==> src/rtl/uart_regif_pkg.sv <==
package uart_regif_pkg;
  // Decoded register offsets (address bits [4:0])
  localparam logic [4:0] OFF_DATA   = 5'h00;
  localparam logic [4:0] OFF_DATA_B = 5'h03;
  localparam logic [4:0] OFF_STAT   = 5'h04;
  localparam logic [4:0] OFF_CTRL   = 5'h08;
  localparam logic [4:0] OFF_SCAL   = 5'h0C;

  // Control word bit positions
  localparam int C_RXEN = 0;
  localparam int C_TXEN = 1;
  localparam int C_RXIE = 2;
  localparam int C_TXIE = 3;

  // Status word bit positions
  localparam int S_DREADY = 0;
  localparam int S_TSHIFT = 1;
  localparam int S_TEMPTY = 2;
  localparam int S_RXHALF = 8;
  localparam int S_TXFULL = 9;
  localparam int S_RXFULL = 10;

  localparam int BUS_W  = 32;
  localparam int BYTE_W = 8;
endpackage

==> src/rtl/uart_rx_buffer.sv <==
module uart_rx_buffer #(
  parameter int DEPTH = 16,
  parameter int W     = 8
) (
  input  logic         clk,
  input  logic         rst,
  input  logic         push,
  input  logic [W-1:0] din,
  input  logic         pop,
  output logic [W-1:0] dout,
  output logic         nonempty,
  output logic         full,
  output logic         half
);
  localparam int CW = $clog2(DEPTH + 1);
  localparam int IW = (DEPTH > 1) ? $clog2(DEPTH) : 1;
  localparam logic [CW-1:0] FULL_CNT = CW'(DEPTH);
  localparam logic [CW-1:0] HALF_CNT = CW'(DEPTH / 2);

  logic [W-1:0]  mem [DEPTH];
  logic [CW-1:0] fill_q, rd_q;
  logic [CW-1:0] fill_n, rd_n, unread;
  logic          do_push, do_pop;

  assign do_push = push && (fill_q != FULL_CNT);
  assign do_pop  = pop && (rd_q != fill_q);

  always_comb begin
    fill_n = fill_q + CW'(do_push);
    rd_n   = rd_q + CW'(do_pop);
    if (rd_n == fill_n) begin
      fill_n = '0;
      rd_n   = '0;
    end
  end

  always_ff @(posedge clk) begin
    if (rst) begin
      fill_q <= '0;
      rd_q   <= '0;
    end else begin
      fill_q <= fill_n;
      rd_q   <= rd_n;
    end
  end

  always_ff @(posedge clk) begin
    if (do_push) mem[fill_q[IW-1:0]] <= din;
  end

  assign unread   = fill_q - rd_q;
  assign nonempty = (rd_q != fill_q);
  assign full     = (fill_q == FULL_CNT);
  assign half     = (unread >= HALF_CNT);
  assign dout     = nonempty ? mem[rd_q[IW-1:0]] : '0;

  AST_NO_OVERFLOW: assert property (@(posedge clk) disable iff (rst) push |-> !full);
  AST_RD_BEHIND: assert property (@(posedge clk) disable iff (rst) rd_q <= fill_q);
  AST_EMPTY_POP: assert property (@(posedge clk) disable iff (rst) (pop && !nonempty && !push) |=> !nonempty);
endmodule

==> src/rtl/uart_tx_holder.sv <==
module uart_tx_holder #(
  parameter int W = 8
) (
  input  logic         clk,
  input  logic         rst,
  input  logic         load,
  input  logic [W-1:0] din,
  output logic         busy,
  output logic [W-1:0] tx_data,
  output logic         tx_valid,
  input  logic         tx_ready
);
  logic [W-1:0] data_q;
  logic         valid_q;

  always_ff @(posedge clk) begin
    if (rst) begin
      valid_q <= 1'b0;
      data_q  <= '0;
    end else if (load) begin
      valid_q <= 1'b1;
      data_q  <= din;
    end else if (valid_q && tx_ready) begin
      valid_q <= 1'b0;
    end
  end

  assign busy     = valid_q;
  assign tx_valid = valid_q;
  assign tx_data  = data_q;

  AST_TX_HOLD: assert property (@(posedge clk) disable iff (rst) (tx_valid && !tx_ready) |=> (tx_valid && $stable(tx_data)));
  AST_LOAD_IDLE: assert property (@(posedge clk) disable iff (rst) load |-> !tx_valid);
endmodule

==> src/rtl/uart_regif.sv <==
module uart_regif
  import uart_regif_pkg::*;
#(
  parameter int ADDR_W   = 12,
  parameter int RX_DEPTH = 16
) (
  input  logic              pclk,
  input  logic              prst,
  input  logic              psel,
  input  logic              penable,
  input  logic              pwrite,
  input  logic [ADDR_W-1:0] paddr,
  input  logic [BUS_W-1:0]  pwdata,
  output logic [BUS_W-1:0]  prdata,
  output logic              pready,
  output logic              pslverr,
  input  logic [BYTE_W-1:0] rx_data,
  input  logic              rx_valid,
  output logic              rx_ready,
  output logic [BYTE_W-1:0] tx_data,
  output logic              tx_valid,
  input  logic              tx_ready,
  output logic              irq
);
  logic [4:0]        off;
  logic              acc, is_data, tx_go, tx_load, pop, ctrl_wr;
  logic              rx_accept, rx_store;
  logic [BUS_W-1:0]  ctrl_q, status;
  logic [BYTE_W-1:0] rx_dout;
  logic              rx_nonempty, rx_full, rx_half, tx_busy;
  logic              irq_q;
  logic              unused_addr;

  assign off         = paddr[4:0];
  assign unused_addr = ^paddr;
  assign acc         = psel && penable;
  assign is_data     = (off == OFF_DATA) || (off == OFF_DATA_B);
  assign tx_go       = acc && pwrite && is_data && ctrl_q[C_TXEN];
  assign tx_load     = tx_go && !tx_busy;
  assign pop         = acc && !pwrite && is_data;
  assign ctrl_wr     = acc && pwrite && (off == OFF_CTRL);
  assign rx_ready    = !rx_full;
  assign rx_accept   = rx_valid && rx_ready;
  assign rx_store    = rx_accept && ctrl_q[C_RXEN];

  uart_rx_buffer #(.DEPTH(RX_DEPTH), .W(BYTE_W)) u_rxbuf (
    .clk(pclk), .rst(prst), .push(rx_store), .din(rx_data), .pop(pop),
    .dout(rx_dout), .nonempty(rx_nonempty), .full(rx_full), .half(rx_half)
  );

  uart_tx_holder #(.W(BYTE_W)) u_txh (
    .clk(pclk), .rst(prst), .load(tx_load), .din(pwdata[BYTE_W-1:0]),
    .busy(tx_busy), .tx_data(tx_data), .tx_valid(tx_valid), .tx_ready(tx_ready)
  );

  always_ff @(posedge pclk) begin
    if (prst) ctrl_q <= '0;
    else if (ctrl_wr) ctrl_q <= pwdata;
  end

  always_ff @(posedge pclk) begin
    if (prst) irq_q <= 1'b0;
    else irq_q <= (rx_store && ctrl_q[C_RXIE]) || (tx_load && ctrl_q[C_TXIE]);
  end
  assign irq = irq_q;

  always_comb begin
    status           = '0;
    status[S_DREADY] = rx_nonempty;
    status[S_TSHIFT] = !tx_busy;
    status[S_TEMPTY] = !tx_busy;
    status[S_RXHALF] = rx_half;
    status[S_TXFULL] = tx_busy;
    status[S_RXFULL] = rx_full;
  end

  always_comb begin
    prdata = '0;
    if (psel && !pwrite) begin
      unique case (off)
        OFF_DATA, OFF_DATA_B: prdata = {{(BUS_W-BYTE_W){1'b0}}, rx_dout};
        OFF_STAT:             prdata = status;
        OFF_CTRL:             prdata = ctrl_q;
        OFF_SCAL:             prdata = '0;
        default:              prdata = '0;
      endcase
    end
  end

  assign pready  = !(tx_go && tx_busy);
  assign pslverr = 1'b0;

  AST_STALL_PENDING: assert property (@(posedge pclk) disable iff (prst) (psel && penable && !pready) |-> tx_valid);
  AST_IRQ_CAUSE: assert property (@(posedge pclk) disable iff (prst) irq |-> $past(rx_valid || (psel && penable && pwrite)));
  AST_NO_ERR: assert property (@(posedge pclk) disable iff (prst) psel |-> !pslverr);
endmodule

==> config.mk <==
export PLATFORM = sky130hd
export DESIGN_NAME = uart_regif
export DESIGN_NICKNAME = d
export VERILOG_FILES = /design/src/rtl/uart_regif_pkg.sv /design/src/rtl/uart_rx_buffer.sv /design/src/rtl/uart_tx_holder.sv /design/src/rtl/uart_regif.sv
export SDC_FILE = /design/constraint.sdc
export NUM_CORES = 1
export LEC_CHECK = 0
export BUFFER_PORTS_ARGS = -buffer_cell sky130_fd_sc_hd__buf_4
export CAP_MARGIN = 5
export CORE_MARGIN = 3
export CORE_UTILIZATION = 45
export DETAILED_ROUTE_END_ITERATION = 8
export HOLD_SLACK_MARGIN = 0.08
export PLACE_DENSITY = 0.76
export SYNTH_ARGS = -nofsm -noshare
export SYNTH_HDL_FRONTEND = slang
export SYNTH_SLANG_ARGS = --single-unit
==> constraint.sdc <==
create_clock -name pclk -period 9.2 [get_ports pclk]
set_input_delay 1.84 -clock pclk [delete_from_list [all_inputs] [get_ports pclk]]
set_output_delay 1.84 -clock pclk [all_outputs]
set_load 0.03 [all_outputs]
==> load_flow_metrics.sql <==
INSERT INTO impl_metrics (metric_group, metric, value, unit) VALUES
('status', 'run_status', 'finished clean', ''),
('pwr', 'p_leak', '3.10', 'nW'),
('yosys', 'synth-seq-cells', '180', ''),
('sta', 'final_period_minus_worst_setup_slack', '5.51', 'ns'),
('detailed_routing', 'vias_per_cell', '5.46', ''),
('sta', 'setup_viol', '0', ''),
('detailed_routing', 'drcViolationCount', '0', ''),
('sta', 'rsz0062_at_grt', 'no', ''),
('sta', 'worst_slack', '3.69', 'ns'),
('worst_setup_path', 'crit_path_start_kind', 'input pin', ''),
('floorplanning', 'core-area', '16100', 'um^2'),
('placed_design', 'detailedPlacementHpwl', '11.0', 'mm'),
('floorplanning', 'top_level_ports', '104', ''),
('yosys', 'synth_ff_type', 'edfxtp_1', ''),
('detailed_routing', 'wl_per_cell', '18.6', 'um'),
('clock_tree', 'cts_max_path_buffers', '2', ''),
('finish', 'final_core_utilization', '55.5', '%'),
('clock_tree', 'cts.hold.buffers_added', '0', ''),
('global_routing', 'grt.total_usage', '18.0', '%'),
('worst_setup_path', 'setup.worst_path.end_class', 'output port', ''),
('sta', 'hold_violations', '0', ''),
('global_routing', 'antenna_found_initial', '0', ''),
('finish', 'insertedDiodeCount', '0', ''),
('pwr', 'powerDensity', '177', 'nW/um^2'),
('global_routing', 'global_route_wire_length_before_repair', '25.1', 'mm'),
('sta', 'maxClockFrequency', '181', 'MHz'),
('detailed_routing', 'initialDrtViolationCount', '305', ''),
('detailed_routing', 'first_pass_iters', '5', ''),
('detailed_routing', 'final_antenna_violating_net_count', '0', ''),
('finish', 'finish.instance_area', '8950', 'um^2'),
('pwr', 'finalPower', '1.59', 'mW'),
('sta', 'slew-limit-headroom', '20.8', '%'),
('clock_tree', 'ctsResizeCount', '0', ''),
('clock_tree', 'tritoncts', 'done', ''),
('floorplanning', 'initial_standard_cell_utilization_of_the_core', '46.7', '%'),
('job', 'timing.max_cap.violations', '0', ''),
('finish', 'nNetsFinal', '697', ''),
('sta', 'finalCritPeriodShare', '59.9', '%'),
('yosys', 'synthesis.area', '7530', 'um^2'),
('clock_tree', 'cts_num_sinks', '180', ''),
('placed_design', 'io_buffers', '95', ''),
('detailed_routing', 'routed_wl', '15.9', 'mm'),
('yosys', 'synth_cells', '541', ''),
('clock_tree', 'cts-htree-levels', '4', ''),
('worst_setup_path', 'worst-endpoint-required', '7.36', 'ns'),
('global_routing', 'globalRoute.totalOverflow', '0', ''),
('detailed_routing', 'route.vias.total', '4687', ''),
('yosys', 'synth.lib_cells_used.distinct', '49', ''),
('finish', 'syn2layout_area_growth', '18.9', '%'),
('global_routing', 'largest_net_degree_at_the_start_of_global_routing', '53', ''),
('clock_tree', 'clock-root-buffer', 'clkbuf_16', ''),
('min_path', 'min-delay-path-class', 'reg2reg', ''),
('sta', 'tns', '0', 'ns'),
('yosys', 'synth_seq_area_share', '64.9', '%'),
('placed_design', 'placement.setup.worst_slack', '3.69', 'ns'),
('global_routing', 'vias_in_the_first_global_route', '4719', ''),
('floorplanning', 'die_area', '18300', 'um^2'),
('clock_tree', 'cts.repair_timing.setup_buffer_count', '0', ''),
('clock_tree', 'cts_buffers', '17', ''),
('floorplanning', 'chipHeight', '135', 'um'),
('pwr', 'worst_ir_drop_vdd', '135', 'uV'),
('placed_design', 'placer_congestion_estimate', '0.809', ''),
('sta', 'tightestPinTransition', '1.18', 'ns'),
('worst_setup_path', 'highest_net_fanout_along_the_worst_path', '29', ''),
('yosys', 'ys_async_sr_fraction', '0', '%'),
('floorplanning', 'die_width', '135', 'um'),
('worst_setup_path', 'worst-setup-path-type', 'in2out', ''),
('placed_design', 'dpl-instance-area', '8390', 'um^2'),
('yosys', 'synth_area_per_cell', '13.9', 'um^2'),
('worst_setup_path', 'critPathArrivalTime', '3.67', 'ns'),
('clock_tree', 'clock_pin_slew_on_the_worst_setup_and_hold_paths', '0.06', 'ns'),
('sta', 'final.setup_skew', '0.0116', 'ns'),
('finish', 'drive_above_1_share', '26.3', '%'),
('yosys', 'synthesis.nets', '608', ''),
('yosys', 'ys.warnings.count', '0', ''),
('sta', 'finalMaxSlewViolations', '0', ''),
('yosys', 'number_of_enable_type_register_cells_in_the_synthesized_netlist', '128', ''),
('floorplanning', 'placement_rows', '46', ''),
('clock_tree', 'clkLatencyLatePin', '0.43', 'ns');
[cell usage after synthesis, drive strengths merged, types with 6 or more instances]
cell	count	share of area (%)
a21oi	35	2.3
a22o	6	0.70
a311oi	9	1.0
and2	22	1.8
buf	21	1.8
clkbuf	11	0.55
dfxtp	52	14
edfxtp	128	51
ha	8	1.3
inv	13	0.65
mux2	10	1.5
mux2i	16	2.1
mux4	27	8.4
nand2	70	3.5
nand3	10	0.66
nor2	29	1.4
nor3	6	0.55
o22ai	10	0.83
xnor2	7	0.91
xor2	8	1.0
[state kept, by name, indices dropped and copies added, names as in the netlist]
| name | cells |
|---|---|
| ctrl_q | 32 |
| irq | 1 |
| u_rxbuf.fill_q | 5 |
| u_rxbuf.mem | 128 |
| u_rxbuf.rd_q | 5 |
| u_txh.busy | 1 |
| u_txh.tx_data | 8 |
[per-layer routing]
layer	share of wire (%)	GRT usage, %	up-vias
li1	-	-	2201
met1	42	23.7	2286
met2	49	29.5	184
met3	7.7	4.53	16
met4	1.2	5.54	0
met5	0	0	-
[worst max-delay path: stages]
cell and delay, ns:
buf_4 0.13, nor3_1 0.36, and4b_1 0.86, nand2_1 0.12, o31ai_1 0.13, buf_4 0.23
[final cells by class]
class	count	area, um^2
inverter	13	48.8
sequential	180	4890
clock inverter	12	120
timing repair buffer	102	766
multi-input combinational	316	2420
tap	216	270
clock buffer	20	437
fill	1268	7170
[layout by cell type, fill, tap and decap left out, types with 3 or more instances in the layout]
cell type	count
clkbuf_1	3
nor2_1	29
a21oi_1	35
o22ai_1	10
buf_4	102
nor2b_1	4
edfxtp_1	128
mux4_1	6
xnor2_1	6
nor3_1	5
and2_1	22
a22o_1	6
o2bb2ai_1	3
clkinv_2	3
o21ai_0	5
nand3_1	10
dfxtp_1	51
inv_1	13
clkbuf_16	17
nand2b_1	5
a311oi_1	9
mux2_2	10
nand4_1	5
a22oi_1	3
nand2_1	70
xor2_1	7
inv_6	4
ha_1	8
mux4_2	21
mux2i_1	16
[final timing paths]
kind	start	end	slack, ns	depth (start not counted)
setup / recovery	paddr[0]	prdata[10]	3.69	6
hold / removal	ctrl_q[16]	ctrl_q[16]	0.45	2
setup reg to reg	u_rxbuf.rd_q[1]	u_rxbuf.fill_q[1]	5.12	12
hold reg to reg	ctrl_q[16]	ctrl_q[16]	0.45	2
[where the power goes]
part | total [mW] | internal [mW] | switching [mW] | leakage (nW)
Combinational | 0.0352 | 0.0157 | 0.0195 | 1.25
Sequential | 0.866 | 0.866 | 0.000175 | 1.57
Clock | 0.685 | 0.379 | 0.306 | 0.277
Total | 1.59 | 1.26 | 0.325 | 3.10
[logic make-up (layout without fill, tap and decap cells)]
| group | after synthesis | count (layout) | share of synthesized area [%] |
|---|---|---|---|
| compound gates | 78 | 78 | 6.60 |
| xor+xnor | 15 | 15 | 1.94 |
| fa+ha+maj | 8 | 8 | 1.33 |
| buf+inv | 45 | 147 | 3.04 |
| flops | 180 | 180 | 64.9 |
| mux | 53 | 53 | 12.0 |
| other cells | 1 | 1 | 0.0498 |
| simple gates | 161 | 161 | 10.1 |
[metrics by stage]
stage | hold WS, ns | instances
floorplan | 0.427 | 541
global placement | 0.434 | 827
detailed placement | 0.440 | 827
CTS | 0.449 | 859
global route | 0.476 | 859
finish | 0.447 | 859
(Power assumes the default switching activity.)
